**src/rtl/csd_pkg.sv**
```systemverilog
package csd_pkg;

    typedef enum logic [1:0] {
        DIG_ZERO = 2'b00,
        DIG_POS  = 2'b10,
        DIG_NEG  = 2'b11
    } csd_digit_e;

    localparam int DIGIT_BITS = 2;

endpackage

```
**src/rtl/csd_digit_cell.sv**
```systemverilog
module csd_digit_cell
    import csd_pkg::*;
(
    input  logic       bit_cur_i,
    input  logic       bit_nxt_i,
    input  logic       carry_i,
    output logic [1:0] code_o,
    output logic       carry_o
);

    logic odd;

    always_comb begin
        carry_o = (bit_cur_i & bit_nxt_i) | (bit_cur_i & carry_i) | (bit_nxt_i & carry_i);
        odd     = bit_cur_i ^ carry_i;
        if (!odd)
            code_o = DIG_ZERO;
        else if (carry_o)
            code_o = DIG_NEG;
        else
            code_o = DIG_POS;
    end

endmodule

```
**src/rtl/csd_nz_counter.sv**
```systemverilog
module csd_nz_counter #(
    parameter int N     = 9,
    parameter int CNT_W = 4
) (
    input  logic [N-1:0]     nz_i,
    output logic [CNT_W-1:0] count_o
);

    always_comb begin
        count_o = '0;
        for (int k = 0; k < N; k++) begin
            count_o = count_o + CNT_W'(nz_i[k]);
        end
    end

endmodule

```
**src/rtl/csd_recoder.sv**
```systemverilog
module csd_recoder
    import csd_pkg::*;
#(
    parameter int WIDTH      = 8,
    parameter bit REGISTERED = 1'b1
) (
    input  logic                             clk,
    input  logic                             rst_n,
    input  logic [WIDTH-1:0]                 value_i,
    output logic [DIGIT_BITS*(WIDTH+1)-1:0]  digits_o,
    output logic [$clog2(WIDTH+2)-1:0]       nz_count_o
);

    localparam int NDIG  = WIDTH + 1;
    localparam int DIG_W = DIGIT_BITS * NDIG;
    localparam int CNT_W = $clog2(WIDTH + 2);

    typedef struct packed {
        logic [DIG_W-1:0] digits;
        logic [CNT_W-1:0] count;
    } result_t;

    logic [WIDTH:0]   ext_w;
    logic [WIDTH:0]   carry_w;
    logic [DIG_W-1:0] code_w;
    logic [NDIG-1:0]  nz_w;
    logic [CNT_W-1:0] cnt_w;
    result_t          res_d;
    result_t          res_q;

    assign ext_w      = {1'b0, value_i};
    assign carry_w[0] = 1'b0;

    for (genvar i = 0; i < WIDTH; i++) begin : g_cell
        csd_digit_cell u_cell (
            .bit_cur_i (ext_w[i]),
            .bit_nxt_i (ext_w[i+1]),
            .carry_i   (carry_w[i]),
            .code_o    (code_w[DIGIT_BITS*i +: DIGIT_BITS]),
            .carry_o   (carry_w[i+1])
        );
    end

    // Top position sees a zero input bit, so only the incoming carry can set it.
    assign code_w[DIGIT_BITS*WIDTH +: DIGIT_BITS] = carry_w[WIDTH] ? DIG_POS : DIG_ZERO;

    for (genvar i = 0; i < NDIG; i++) begin : g_nz
        assign nz_w[i] = code_w[DIGIT_BITS*i + 1];
    end

    csd_nz_counter #(
        .N     (NDIG),
        .CNT_W (CNT_W)
    ) u_count (
        .nz_i    (nz_w),
        .count_o (cnt_w)
    );

    always_comb begin
        res_d        = '0;
        res_d.digits = code_w;
        res_d.count  = cnt_w;
    end

    if (REGISTERED) begin : g_reg
        always_ff @(posedge clk or negedge rst_n) begin
            if (!rst_n)
                res_q <= '0;
            else
                res_q <= res_d;
        end
    end else begin : g_comb
        assign res_q = res_d;
    end

    assign digits_o   = res_q.digits;
    assign nz_count_o = res_q.count;

endmodule

```
**config.mk**
```make
export PLATFORM = sky130hd
export DESIGN_NAME = csd_recoder
export DESIGN_NICKNAME = d
export VERILOG_FILES = /design/src/rtl/csd_pkg.sv /design/src/rtl/csd_digit_cell.sv /design/src/rtl/csd_nz_counter.sv /design/src/rtl/csd_recoder.sv
export SDC_FILE = /design/constraint.sdc
export NUM_CORES = 1
export LEC_CHECK = 0
export ABC_AREA = 1
export BUFFER_PORTS_ARGS = -buffer_cell sky130_fd_sc_hd__buf_2
export CAP_MARGIN = 20
export CORE_UTILIZATION = 30
export CTS_CLUSTER_SIZE = 10
export DETAILED_ROUTE_END_ITERATION = 10
export SYNTH_ARGS = -nofsm -noshare
export SYNTH_HDL_FRONTEND = slang
export SYNTH_SLANG_ARGS = --single-unit
```
**constraint.sdc**
```tcl
create_clock -name clk -period 0.8 [get_ports clk]
set_input_delay 0.08 -clock clk [delete_from_list [all_inputs] [get_ports clk]]
set_output_delay 0.08 -clock clk [all_outputs]
set_load 0.03 [all_outputs]
```
==> impl_metrics.env <==
export IMPL_outcome="finished with violations"
export IMPL_failed_checks="setup timing"
export IMPL_p_per_area_nw_per_um2=2136
export IMPL_post_route_cell_area_um2=1834
export IMPL_synth_compound_area_share_pct=5.556
export IMPL_seq_area_frac_synth_pct=53.03
export IMPL_grt_max_degree=22
export IMPL_io_pins=32
export IMPL_cts_root_buf="clkbuf_4"
export IMPL_syn_area_um2=991.0
export IMPL_pre_cts_slack_ps=-3116
export IMPL_worst_setup_path_type="input pin to flop"
export IMPL_h_tree_depth=1
export IMPL_drive_gt1_share_pct=62.50
export IMPL_setup_tns_ps=-19170
export IMPL_rsz0062_at_grt="yes"
export IMPL_track_usage_pct=14.75
export IMPL_timing_fmax_mhz=293.0
export IMPL_grt_pass1_wl_um=3684
export IMPL_path_max_fanout=3
export IMPL_post_synth_top_area_cell="dfrtp_1"
export IMPL_clkSinkCount=21
export IMPL_grt_ovfl_total=0
export IMPL_wl_per_cell_um=10.61
export IMPL_ir_drop_mv=0.6709
export IMPL_yosys_warnings=0
export IMPL_setup_violations=35
export IMPL_finalCriticalPeriod_ps=3413
export IMPL_synth_simple_area_share_pct=7.828
export IMPL_cts_tree="done"
export IMPL_dpl_instance_area_um2=1463
export IMPL_max_cap_viol_count=0
export IMPL_place_hpwl_um=1587
export IMPL_start_kind="input pin"
export IMPL_drt_pass1_iterations=3
export IMPL_async_flop_share_pct=100.0
export IMPL_drt_wl_total_um=2080
export IMPL_drc_errors=0
export IMPL_synth_fa_ha_area_share_pct=23.99
export IMPL_nets=179
export IMPL_gp_congestion=0.7114
export IMPL_ys_flop_type="dfrtp_1"
export IMPL_power_leakage_uw=0.0009076
export IMPL_yosysTopAreaCellShare_pct=53.03
export IMPL_antenna_found_initial=0
export IMPL_drv_slew=0
export IMPL_layout_cells_most_common="buf_6"
export IMPL_vias_per_cell=4.020
export IMPL_synth_mux_area_fraction_pct=0
export IMPL_insertedDiodeCount=0
export IMPL_synthXorXnorAreaFrac_pct=0.8838
export IMPL_drt_antenna_violating_nets=0
export IMPL_rows=20
export IMPL_die_h_um=59.48
export IMPL_synth_area_leaders="dfrtp_1 (53%), ha_1 (14%), fa_1 (10%)"
export IMPL_vias=788
export IMPL_finalWorstSetupSlack_ps=-2613
export IMPL_netlist_instances=87
export IMPL_clock_path_buffers=2
export IMPL_hold_class="input pin to flop"
export IMPL_required_ps=1010
export IMPL_min_period_over_period_pct=426.6
export IMPL_portBuffers=30
export IMPL_crit_path_end_kind="flop"
export IMPL_die_x_um=59.48
export IMPL_core_um2=3103
export IMPL_area_growth_pct=85.10
export IMPL_nFillCells=264
export IMPL_hold_viol_final=0
export IMPL_design_die_area_um2=3537
export IMPL_syn_area_per_cell_um2=11.39
export IMPL_synth_top_family_by_area="adder cells"
export IMPL_drt_initial_drc_count=17
export IMPL_ys_ff_latch=21
export IMPL_clk_pin_slew_ps=120
export IMPL_numCtsBuffers=3
export IMPL_grt_pass1_vias=884
export IMPL_start_util_pct=31.94
export IMPL_synth_distinct_cells=17
export IMPL_critical_path_arrival_ps=3630
export IMPL_synth_edf_count=0
export IMPL_final_cell_mix="buf_6 (28), dfrtp_1 (21), buf_4 (21), inv_1 (8)"
-- Yosys cell counts (2+ instances only) --
cell type / number
o21ai_0: 2
ha_1: 11
inv_1: 20
fa_1: 5
nand2_2: 3
dfrtp_1: 21
a21boi_0: 2
a21oi_1: 3
nor2_1: 6
nand2_1: 7
-- worst max-delay path, stage by stage --
cell	delay, ps
buf_12	110
inv_12	40
a21oi_4	50
ha_4	150
inv_2	50
nand2_2	60
ha_4	170
nor2_4	130
a31oi_4	50
ha_4	170
inv_2	50
nand2_2	50
ha_4	160
nor2_4	80
inv_2	50
ha_4	160
inv_4	60
nand2_4	50
ha_4	170
fa_1	490
inv_2	40
fa_1	500
inv_2	50
ha_4	150
fa_2	330
xor2_1	150
-- where the power goes --
| part | internal [µW] | switching (µW) | total [µW] |
|---|---|---|---|
| combinational | 1010 | 1050 | 2060 |
| clock | 187 | 328 | 516 |
| sequential | 1260 | 87.3 | 1340 |
| total | 2450 | 1460 | 3920 |
-- registers in the layout, summed over array words and instances (netlist names) --
register    flops
digits_o       17
nz_count_o      4
-- final timing paths --
path                       startpoint            end  slack, ps  cells past startpoint
worst max-delay path       value_i[0]  nz_count_o[2]      -2610                     26
worst min-delay path       value_i[1]    digits_o[3]         90                      4
max in group asynchronous       rst_n    digits_o[7]        250                      2
min in group asynchronous       rst_n   digits_o[10]        230                      2
-- metal layers --
metal,GRT usage (%),up-vias,wire length [µm]
li1,-,391,-
met2,26.65,18,1169
met3,1.965,5,47
met1,15.75,374,794
met4,10.20,0,69
met5,0,-,0
-- logic make-up (layout without fill, tap and decap cells) --
group                    after synthesis  in the layout
other                                  1              3
buffers and inverters                 21             84
flip-flops                            21             21
AND/OR/NAND/NOR                       18             18
AO/OA/AOI/OAI                          9              9
XOR/XNOR                               1              1
adder cells (fa/ha/maj)               16             16
-- through the flow --
stage	cells	util (%)	power, µW	hold slack (ps)
finish	196	59.11	3917	92.53
global route	196	59.11	4231	80.39
CTS	194	57.42	3897	72.61
detailed placement	182	47.14	2959	60.59
global placement	182	47.14	2891	46.36
floorplan	89	-	2409	-215.6
-- final cells by class --
| type | count | area, µm² | share of cell area (%) |
|---|---|---|---|
| clock buffers | 3 | 22.52 | 1.228 |
| clock inverters | 1 | 5.005 | 0.2729 |
| inverters | 20 | 110.1 | 6.003 |
| multi-input cells | 47 | 543.0 | 29.60 |
| flip-flops and latches | 21 | 525.5 | 28.65 |
| well taps | 44 | 55.05 | 3.001 |
| repair buffers | 60 | 573.1 | 31.24 |
-- timing repair --
action,4_1_cts,5_1_grt
setup buffers,6,4
endpoints found under the setup margin,36,35
pin swaps,8,4
resized for setup,62,11
hold endpoints to repair,23,0
hold buffers,3,0
cloned,0,0
Note: power is estimated with default switching activity, not from simulation.
